==> config.mk <==
export PLATFORM = sky130hd
export DESIGN_NAME = ctl_passthru
export DESIGN_NICKNAME = d
export VERILOG_FILES = /design/src/rtl/ctl_pt_pkg.sv /design/src/rtl/ctl_dir_dec.sv /design/src/rtl/ctl_gate.sv /design/src/rtl/ctl_merge.sv /design/src/rtl/ctl_passthru.sv
export SDC_FILE = /design/constraint.sdc
export NUM_CORES = 1
export LEC_CHECK = 0
export BUFFER_PORTS_ARGS = -buffer_cell sky130_fd_sc_hd__buf_2
export CAP_MARGIN = 20
export CELL_PAD_IN_SITES_DETAIL_PLACEMENT = 0
export CELL_PAD_IN_SITES_GLOBAL_PLACEMENT = 1
export CORE_MARGIN = 2
export CORE_UTILIZATION = 20
export DETAILED_ROUTE_END_ITERATION = 10
export PLACE_DENSITY_LB_ADDON = 0.25
export SLEW_MARGIN = 10
export SYNTH_ARGS = -nofsm -noshare
export SYNTH_HDL_FRONTEND = slang
export SYNTH_SLANG_ARGS = --single-unit
==> constraint.sdc <==
create_clock -name vclk -period 1.25
set_input_delay 0.0625 -clock vclk [all_inputs]
set_output_delay 0.0625 -clock vclk [all_outputs]
set_load 0.01 [all_outputs]
==> src/rtl/ctl_pt_pkg.sv <==
package ctl_pt_pkg;
  localparam int unsigned CTRL_W  = 6;
  localparam int unsigned N_SIDES = 2;
  localparam int unsigned SIDE_PRI = 0;
  localparam int unsigned SIDE_SEC = 1;

  localparam int unsigned B_CLK   = 0;
  localparam int unsigned B_RSTN  = 1;
  localparam int unsigned B_SHIFT = 2;
  localparam int unsigned B_UPD   = 3;
  localparam int unsigned B_CAP   = 4;
  localparam int unsigned B_SELIR = 5;

  typedef logic [CTRL_W-1:0] ctl_vec_t;
endpackage

==> src/rtl/ctl_dir_dec.sv <==
module ctl_dir_dec #(
  parameter int unsigned W = 6
) (
  input  logic         orient_i,
  output logic         pri_rx_en_o,
  output logic         sec_rx_en_o,
  output logic [W-1:0] pri_oe_o,
  output logic [W-1:0] sec_oe_o
);
  // orientation 1: primary receives, secondary drives
  assign pri_rx_en_o = orient_i;
  assign sec_rx_en_o = ~orient_i;
  assign sec_oe_o    = {W{orient_i}};
  assign pri_oe_o    = {W{~orient_i}};
endmodule

==> src/rtl/ctl_gate.sv <==
module ctl_gate #(
  parameter int unsigned W = 6
) (
  input  logic         en_i,
  input  logic [W-1:0] vec_i,
  output logic [W-1:0] vec_o
);
  assign vec_o = vec_i & {W{en_i}};
endmodule

==> src/rtl/ctl_merge.sv <==
module ctl_merge #(
  parameter int unsigned W = 6,
  parameter int unsigned N = 2
) (
  input  logic [N-1:0][W-1:0] vec_i,
  output logic [W-1:0]        vec_o
);
  logic [N:0][W-1:0] acc;
  assign acc[0] = '0;
  for (genvar n = 0; n < N; n++) begin : g_or
    assign acc[n+1] = acc[n] | vec_i[n];
  end
  assign vec_o = acc[N];
endmodule

==> src/rtl/ctl_passthru.sv <==
module ctl_passthru
  import ctl_pt_pkg::*;
(
  input  logic        orient_i,
  input  logic [5:0]  pri_i,
  output logic [5:0]  pri_o,
  output logic [5:0]  pri_oe_o,
  input  logic [5:0]  sec_i,
  output logic [5:0]  sec_o,
  output logic [5:0]  sec_oe_o,
  output logic        wr_clk_o,
  output logic        wr_rst_no,
  output logic        shift_o,
  output logic        update_o,
  output logic        capture_o,
  output logic        sel_ir_o
);
  logic [N_SIDES-1:0]             rx_en;
  logic [N_SIDES-1:0][CTRL_W-1:0] rx_vec;
  logic [N_SIDES-1:0][CTRL_W-1:0] gated;
  ctl_vec_t                       local_vec;

  ctl_dir_dec #(.W(CTRL_W)) u_dec (
    .orient_i    (orient_i),
    .pri_rx_en_o (rx_en[SIDE_PRI]),
    .sec_rx_en_o (rx_en[SIDE_SEC]),
    .pri_oe_o    (pri_oe_o),
    .sec_oe_o    (sec_oe_o)
  );

  assign rx_vec[SIDE_PRI] = pri_i;
  assign rx_vec[SIDE_SEC] = sec_i;

  for (genvar s = 0; s < N_SIDES; s++) begin : g_side
    ctl_gate #(.W(CTRL_W)) u_gate (
      .en_i  (rx_en[s]),
      .vec_i (rx_vec[s]),
      .vec_o (gated[s])
    );
  end

  // each edge repeats the opposite edge's gated group; idle direction reads 0
  assign sec_o = gated[SIDE_PRI];
  assign pri_o = gated[SIDE_SEC];

  ctl_merge #(.W(CTRL_W), .N(N_SIDES)) u_merge (
    .vec_i (gated),
    .vec_o (local_vec)
  );

  assign wr_clk_o  = local_vec[B_CLK];
  assign wr_rst_no = local_vec[B_RSTN];
  assign shift_o   = local_vec[B_SHIFT];
  assign update_o  = local_vec[B_UPD];
  assign capture_o = local_vec[B_CAP];
  assign sel_ir_o  = local_vec[B_SELIR];
endmodule

After elaboration in Yosys (flattened, before gate mapping) --
Cells that the tools add are included.
Word-level totals: logic and storage cells 4, bits of input ports 13, output and inout port bits 30, register bits after elaboration 0
Cells by class: bitwise logic cells 4
Operator list (number):
- $and A6 B6 Y6 | 2
- $or A6 B6 Y6 | 1
- $not A1 Y1 | 1

Depth between registers and ports, before layout --
Gate-level depths: netlist of the first run.
depth in word-level cells 3, mapped depth 4, gate-level depth less buffers 1

Cells and area by module --
A second synthesis of the first run with hierarchy kept.
Second synthesis, totals: cells, all modules 32, area total of the unflattened synthesis 214.0 sq um
By module, submodules not included:
- ctl_dir_dec | area an instance 101.3 sq um, cells an instance 14, sequential area each 0.0 sq um, instances 1
- ctl_gate | area an instance 37.5 sq um, cells an instance 6, sequential area each 0.0 sq um, instances 2
- ctl_merge | area an instance 37.5 sq um, cells an instance 6, sequential area each 0.0 sq um, instances 1

Worst setup path before layout of the first run --
Ideal clock, no wire load.
kind input to output, from input orient_i, to output pri_oe_o[0], arrival time 0.563 ns, buffers on the path 3, cell stages on the path 4, required time 1.188 ns, slack 0.624 ns, path through buf_6 buf_6 inv_1 buf_4
On the way: longest elaborated chain between the ends 1
RTL lines:
- start: declaration | line ctl_passthru.sv:4 | input logic orient_i,
- $not A1 Y1
- end: declaration | line ctl_passthru.sv:7 | output logic [5:0] pri_oe_o,
No other way between the ends.

Final worst setup path of the first run --
from input orient_i, to output capture_o
On the way: longest elaborated chain between the ends 3, elaborated cells between the ends (all ways) 4, those cells by class bitwise (4)
RTL lines:
- $not A1 Y1 | line ctl_dir_dec.sv:12 | assign sec_rx_en_o = ~orient_i;
- $and A6 B6 Y6 | line ctl_gate.sv:8 | assign vec_o = vec_i & {W{en_i}};
- $or A6 B6 Y6 (*) | line ctl_merge.sv:11 | assign acc[n+1] = acc[n] | vec_i[n];
- end: declaration | line ctl_passthru.sv:15 | output logic capture_o,
Every way passes the cells marked *; elsewhere a longest branch is shown, timed or not.

==> results of run 1 <==
[layer usage]
layer  track usage  up-vias  wire [um]
li1              -      150          -
met1        0.0675      124        196
met2         0.122       24        303
met3       0.00435        0         79
met4             0        0          0
met5             0        -          0
[path summary, 6_finish.rpt]
check                    start         to  slack (ns)  cells after the start
worst max-delay path  orient_i  capture_o        0.31                      3
worst min-delay path  pri_i[3]   sec_o[3]        0.43                      3
[power by group through the flow]
stage	clock network, W	registers [W]	logic (W)
after floorplan	0	0	0.000117
after global placement	0	0	0.000160
after detailed placement	0	0	0.000159
after CTS	0	0	0.000159
after global routing	0	0	0.000171
final	0	0	0.000156
[cells in the final DEF, fill, tap and decap left out]
cell	netlist	routed
buf_2	0	43
mux2_4	6	6
and2_1	6	6
nor2b_1	5	5
and2b_1	1	1
inv_1	1	1
[cell type report]
cell class / count / area, um2 / share of cell area
inverter: 1 / 3.75 / 0.00929
multi-input combinational: 18 / 166 / 0.412
tap: 15 / 18.8 / 0.0464
timing repair buffer: 43 / 215 / 0.533
[tightest hold or removal path: stages]
cell and delay (ns):
buf_2 0.08, and2_1 0.10, buf_2 0.12
[per-stage QoR]
| step | total power (W) | cell area (um2) |
|---|---|---|
| 3_5_place_dp | 0.000159 | 404 |
| 5_1_grt | 0.000171 | 404 |
| 2_1_floorplan | 0.000117 | 283 |
| 6_report | 0.000156 | 404 |
| 4_1_cts | 0.000159 | 404 |
| 3_3_place_gp | 0.000160 | 404 |
[cells by family after synthesis]
family / count (synthesis) / synth area share
AND/OR/NAND/NOR: 12 / 0.270
multiplexers: 6 / 0.319
buffers and inverters: 15 / 0.411
==> flow_summary.json, run 1 <==
{
  "relSlewSlack": 0.730,
  "path_class": "input port to primary output",
  "max_clock_freq_mhz": 1060,
  "grt_pass1_wl_um": 883,
  "nClkBuffers": 0,
  "switching_power_w": 0.0000737,
  "cp.required_ns": 1.19,
  "hold_class": "input port to primary output",
  "drive_above_1_share": 0.790,
  "overflow": 0,
  "synth_top_cells_by_count": "12 x buf_4, 6 x and2_1, 6 x mux2_4",
  "diodes": 0,
  "vias_per_cell": 3.87,
  "vias": 298,
  "seq_cells": 0,
  "regArea_um2": 0,
  "leakagePower_nw": 0.266,
  "crit_chain": "buf_2, mux2_4, buf_2",
  "drt_iter0_drc": 1,
  "worst-path-buf-inv": 2,
  "synth_cell_types": 7,
  "cp.arrival_ns": 0.88,
  "yosys-top-cells-area": "buf_4 32%, mux2_4 32%, and2_1 13%",
  "floorplan.rows": 13,
  "p_clk_frac": 0,
  "drcViolationCount": 0,
  "pre_cts_ws_ns": 0.284,
  "pwr-share-seq": 0,
  "port_buffers": 43,
  "n_fill_cell": 134,
  "hold_buffers": 0,
  "synthesis.nets": 46,
  "wl_um": 579,
  "crit_fanout": 25,
  "final_nets": 77,
  "start_util": 0.215,
  "cts_setup_buffers": 0,
  "die_height_um": 41.6,
  "slowest_stage": "buf_2",
  "drtPass1Iterations": 4,
  "powerDensity_nw_per_um2": 387,
  "synth.most_common_cell": "buf_4",
  "fp.dieW_um": 41.6,
  "core_region_area_um2": 1320,
  "drv_cap": 0,
  "whs_ns": 0.428,
  "instances_no_fill": 77,
  "seq_area_frac_synth": 0,
  "yosys.area.top_type": "buf_4",
  "grt_setup_unrepaired": "false",
  "setup_viol": 0,
  "p_comb_frac": 1.000,
  "path_delay_family": "buffers and inverters",
  "drv_slew": 0,
  "p_int_w": 0.0000828,
  "tightestPinTransition_ns": 0.406,
  "synth_area_um2": 283,
  "yosysWarnings": 0,
  "cts_resized": 0,
  "worstSetupStartpointType": "input port",
  "hold_viol": 0,
  "die_area_um2": 1730,
  "max_stage_delay_ns": 0.34,
  "area_growth_pct": 42.9,
  "synth_area_per_cell_um2": 8.57,
  "post-route-util": 0.307,
  "vdd_ir_drop_max_mv": 0.147,
  "post-route-min-period_ns": 0.943,
  "period_share": 0.755,
  "dp_cells": 77,
  "worst_slack_ns": 0.307,
  "grt_pass1_vias": 225,
  "status": "finished clean",
  "swShare": 0.471,
  "antenna_found_initial": 0,
  "io_pins": 43,
  "synth_top_area_share": 0.319,
  "wl_per_cell_um": 7.52,
  "grt_util_all_layers": 0.0589,
  "endpoint_kind": "primary output",
  "ant_nets": 0,
  "fin_setup_tns_ns": 0,
  "synthCells": 33,
  "crit_top_cell": "buf_2",
  "place_congestion": 0.591,
  "grt_max_degree": 26
}
Note: power is estimated with default switching activity, not from simulation.
==> run 2, diff against run 1 <==
CORE_UTILIZATION = 18   (was 20)
clock period = 1 ns   (was 1.25 ns; I/O delays follow)
==> run 2 against run 1 <==
  * Non-clock buffer count rose by 2
  * Critical path type unchanged
  * Combinational power up 31%
  * Highest routed layer unchanged
  * Worst hold slack worse by 0.023 ns
  * Largest power group unchanged
  * Die area up 10%
  * Core utilization fell by 2.4 points
  * Via count increased by 2.7%
==> flow_summary.json, run 2 (same netlist as run 1, synthesis figures left out) <==
{
  "status": "finished clean",
  "vias": 306,
  "overflow": 0,
  "top_layer": "met3",
  "crit_fanout": 16,
  "vdd_ir_drop_max_mv": 0.105,
  "wl_um": 679,
  "max_clock_freq_mhz": 1190,
  "drv_cap": 0,
  "p_int_w": 0.000109,
  "slowest_stage": "mux2_4",
  "place_congestion": 0.610,
  "vias_per_cell": 3.83,
  "dr_wl_met3_um": 45,
  "cts_resized": 0,
  "hold_buffers": 0,
  "wl_per_cell_um": 8.49,
  "wl_met1_um": 215,
  "drv_slew": 0,
  "p_clk_frac": 0,
  "path_class": "input port to primary output",
  "n_fill_cell": 154,
  "drcViolationCount": 0,
  "final_cell_mix": "43 x buf_2, 6 x mux2_4, 6 x and2_1",
  "start_util": 0.190,
  "crit_top_cell": "buf_2",
  "setup_viol": 0,
  "p_comb_frac": 1.000,
  "design_area_um2": 420,
  "regArea_um2": 0,
  "io_pins": 43,
  "core_region_area_um2": 1490,
  "ant_nets": 0,
  "worstSetupStartpointType": "input port",
  "antenna_found_initial": 0,
  "path_delay_family": "buffers and inverters",
  "endpoint_kind": "primary output",
  "drt_iter0_drc": 1,
  "drive_above_1_share": 0.797,
  "leakagePower_nw": 0.276,
  "relSlewSlack": 0.796,
  "grt_util_all_layers": 0.0551,
  "worst-path-buf-inv": 2,
  "grt_setup_unrepaired": "false",
  "die_area_um2": 1900,
  "nClkBuffers": 0,
  "hold_viol": 0,
  "powerDensity_nw_per_um2": 485,
  "port_buffers": 43,
  "max_stage_delay_ns": 0.33,
  "mostFrequentLayoutCell": "buf_2",
  "dpl-instance-area_um2": 420,
  "area_growth_pct": 48.7,
  "pwr-share-seq": 0,
  "tightestPinTransition_ns": 0.306,
  "wl_met2_um": 418,
  "floorplan.rows": 14,
  "final_nets": 79,
  "grt_pass1_wl_um": 855,
  "drtPass1Iterations": 2,
  "switching_power_w": 0.0000951,
  "multi_input_area_um2": 166,
  "grt_pass1_vias": 190,
  "die_height_um": 43.6,
  "period_share": 0.843,
  "grt_max_degree": 17,
  "cp.arrival_ns": 0.79,
  "crit_chain": "buf_2, mux2_4, buf_2",
  "swShare": 0.466,
  "cp.required_ns": 0.95,
  "hold_class": "input port to primary output",
  "post-route-min-period_ns": 0.843,
  "seq_cells": 0,
  "fin_setup_tns_ns": 0,
  "diodes": 0,
  "fp.dieW_um": 43.6,
  "cts_setup_buffers": 0
}
[run 2: changes by cell type in the layout (fill, tap and decap cells not counted), sizes merged]
cell	change
buf	+2
[run 2: worst paths after layout]
kind,from,to,slack [ns],cells after the start
min,pri_i[3],sec_o[3],0.41,3
max,orient_i,wr_rst_no,0.16,3
[run 2: area by class of cell]
cell class | count | share of cell area
Timing Repair Buffer | 45 | 0.548
Tap cell | 16 | 0.0476
Multi-Input combinational cell | 18 | 0.396
Inverter | 1 | 0.00893
[run 2: power by group through the flow]
stage | Clock (W) | Combinational, W | Sequential, W
floorplan | 0 | 0.000146 | 0
global placement | 0 | 0.000209 | 0
detailed placement | 0 | 0.000207 | 0
CTS | 0 | 0.000208 | 0
global route | 0 | 0.000219 | 0
finish | 0 | 0.000204 | 0
[run 2: metrics by stage]
stage | cells | setup slack (ns) | total power (W) | hold slack, ns | util
floorplan | 33 | 0.399 | 0.000146 | 0.192 | -
global placement | 80 | 0.134 | 0.000209 | 0.411 | 0.282
detailed placement | 80 | 0.145 | 0.000207 | 0.411 | 0.282
CTS | 80 | 0.145 | 0.000208 | 0.411 | 0.282
global route | 80 | 0.109 | 0.000219 | 0.424 | 0.282
finish | 80 | 0.157 | 0.000204 | 0.405 | 0.282
[run 2: per-layer routing]
metal	track usage	up-vias
met5	0	-
met4	0	0
met3	0	0
met2	0.126	15
met1	0.0550	138
li1	-	153
==> run 3, diff against run 2 <==
clock period = 0.8 ns   (was 1 ns; I/O delays follow)
==> run 3 against run 2 <==
  * First-iteration DRC count stayed put
  * Highest routed layer unchanged
  * Critical endpoint unchanged
  * Global-route usage up 0.93 points
  * Largest power group unchanged
  * Sequential share of layout area unchanged
==> flow_summary.json, run 3 (same netlist as run 1, synthesis figures left out) <==
{
  "status": "finished clean",
  "relSlewSlack": 0.924,
  "die_area_um2": 1900,
  "max_clock_freq_mhz": 1300,
  "drcViolationCount": 0,
  "diodes": 0,
  "leakagePower_nw": 0.290,
  "crit_fanout": 10,
  "wl_met2_um": 381,
  "overflow": 0,
  "vias_per_cell": 3.70,
  "n_fill_cell": 166,
  "area_growth_pct": 61.1,
  "post-route-util": 0.306,
  "drt_iter0_drc": 1,
  "vdd_ir_drop_max_mv": 0.177,
  "grt_max_degree": 11,
  "start_util": 0.190,
  "cp.arrival_ns": 0.73,
  "drv_slew": 0,
  "dpl-instance-area_um2": 453,
  "worstSetupStartpointType": "input port",
  "endpoint_kind": "primary output",
  "wl_per_cell_um": 8.74,
  "drv_cap": 0,
  "nClkBuffers": 0,
  "grt_util_all_layers": 0.0644,
  "io_pins": 43,
  "period_share": 0.959,
  "wl_met1_um": 279,
  "dpl.hpwl_um": 644,
  "final_nets": 80,
  "drive_above_1_share": 0.800,
  "seq_cells": 0,
  "powerDensity_nw_per_um2": 607,
  "regArea_um2": 0,
  "holdCritStartpoint": "pri_i[3]",
  "core_region_area_um2": 1490,
  "tightestPinTransition_ns": 0.114,
  "mostFrequentLayoutCell": "buf_2",
  "port_buffers": 43,
  "cts_resized": 0,
  "hold-path-cell-count": 3,
  "hold_buffers": 0,
  "ant_nets": 0,
  "floorplan.rows": 14,
  "holdPathEnd": "sec_o[3]",
  "final_cell_mix": "42 x buf_2, 6 x mux2_4, 6 x and2_1",
  "grt_pass1_vias": 236,
  "setup_viol": 0,
  "fp.dieW_um": 43.6,
  "path_class": "input port to primary output",
  "cts_setup_buffers": 0,
  "dr_wl_met3_um": 47,
  "hold_class": "input port to primary output",
  "post-route-min-period_ns": 0.767,
  "cp.required_ns": 0.76,
  "vias": 300,
  "grt_setup_unrepaired": "false",
  "design_area_um2": 455,
  "antenna_found_initial": 0,
  "top_layer": "met3",
  "grt_pass1_wl_um": 1040,
  "wl_um": 708,
  "hold_viol": 0,
  "drtPass1Iterations": 2,
  "place_congestion": 0.619,
  "fin_setup_tns_ns": 0,
  "die_height_um": 43.6
}
run 3: per-layer routing:
metal  global-route usage  vias to the layer above
li1                     -                      155
met1               0.0925                      132
met2                0.115                       13
met3                    0                        0
met4                    0                        0
met5                    0                        -
run 3: how the worst max path moves through the flow:
stage | start | to | slack [ns]
final | orient_i | wr_rst_no | 0.03
after global routing | orient_i | update_o | 0.01
after CTS | orient_i | wr_rst_no | 0.02
after detailed placement | orient_i | wr_rst_no | 0.02
after global placement | orient_i | sel_ir_o | 0.03
after floorplan | orient_i | pri_oe_o[0] | 0.22
run 3: power by group:
group          switching, W  internal (W)
Sequential                0             0
Clock                     0             0
Combinational      0.000123      0.000154
run 3: critical path, cell delays in order:
cell    delay (ns)
buf_4         0.13
buf_12        0.13
mux2_4        0.28
buf_2         0.14
run 3: area by class of cell:
cell class	count	area, um2	area share
inverter	1	3.75	0.00824
multi-input combinational	18	166	0.365
tap	16	20.0	0.0440
timing repair buffer	46	265	0.582
run 3: through the flow:
step / instances / total power [W] / hold slack (ns) / setup slack (ns)
3_5_place_dp: 81 / 0.000280 / 0.387 / 0.0187
5_1_grt: 81 / 0.000300 / 0.410 / 0.0109
2_1_floorplan: 33 / 0.000182 / 0.172 / 0.219
4_1_cts: 81 / 0.000280 / 0.387 / 0.0187
6_report: 81 / 0.000277 / 0.384 / 0.0326
3_3_place_gp: 81 / 0.000279 / 0.388 / 0.0251
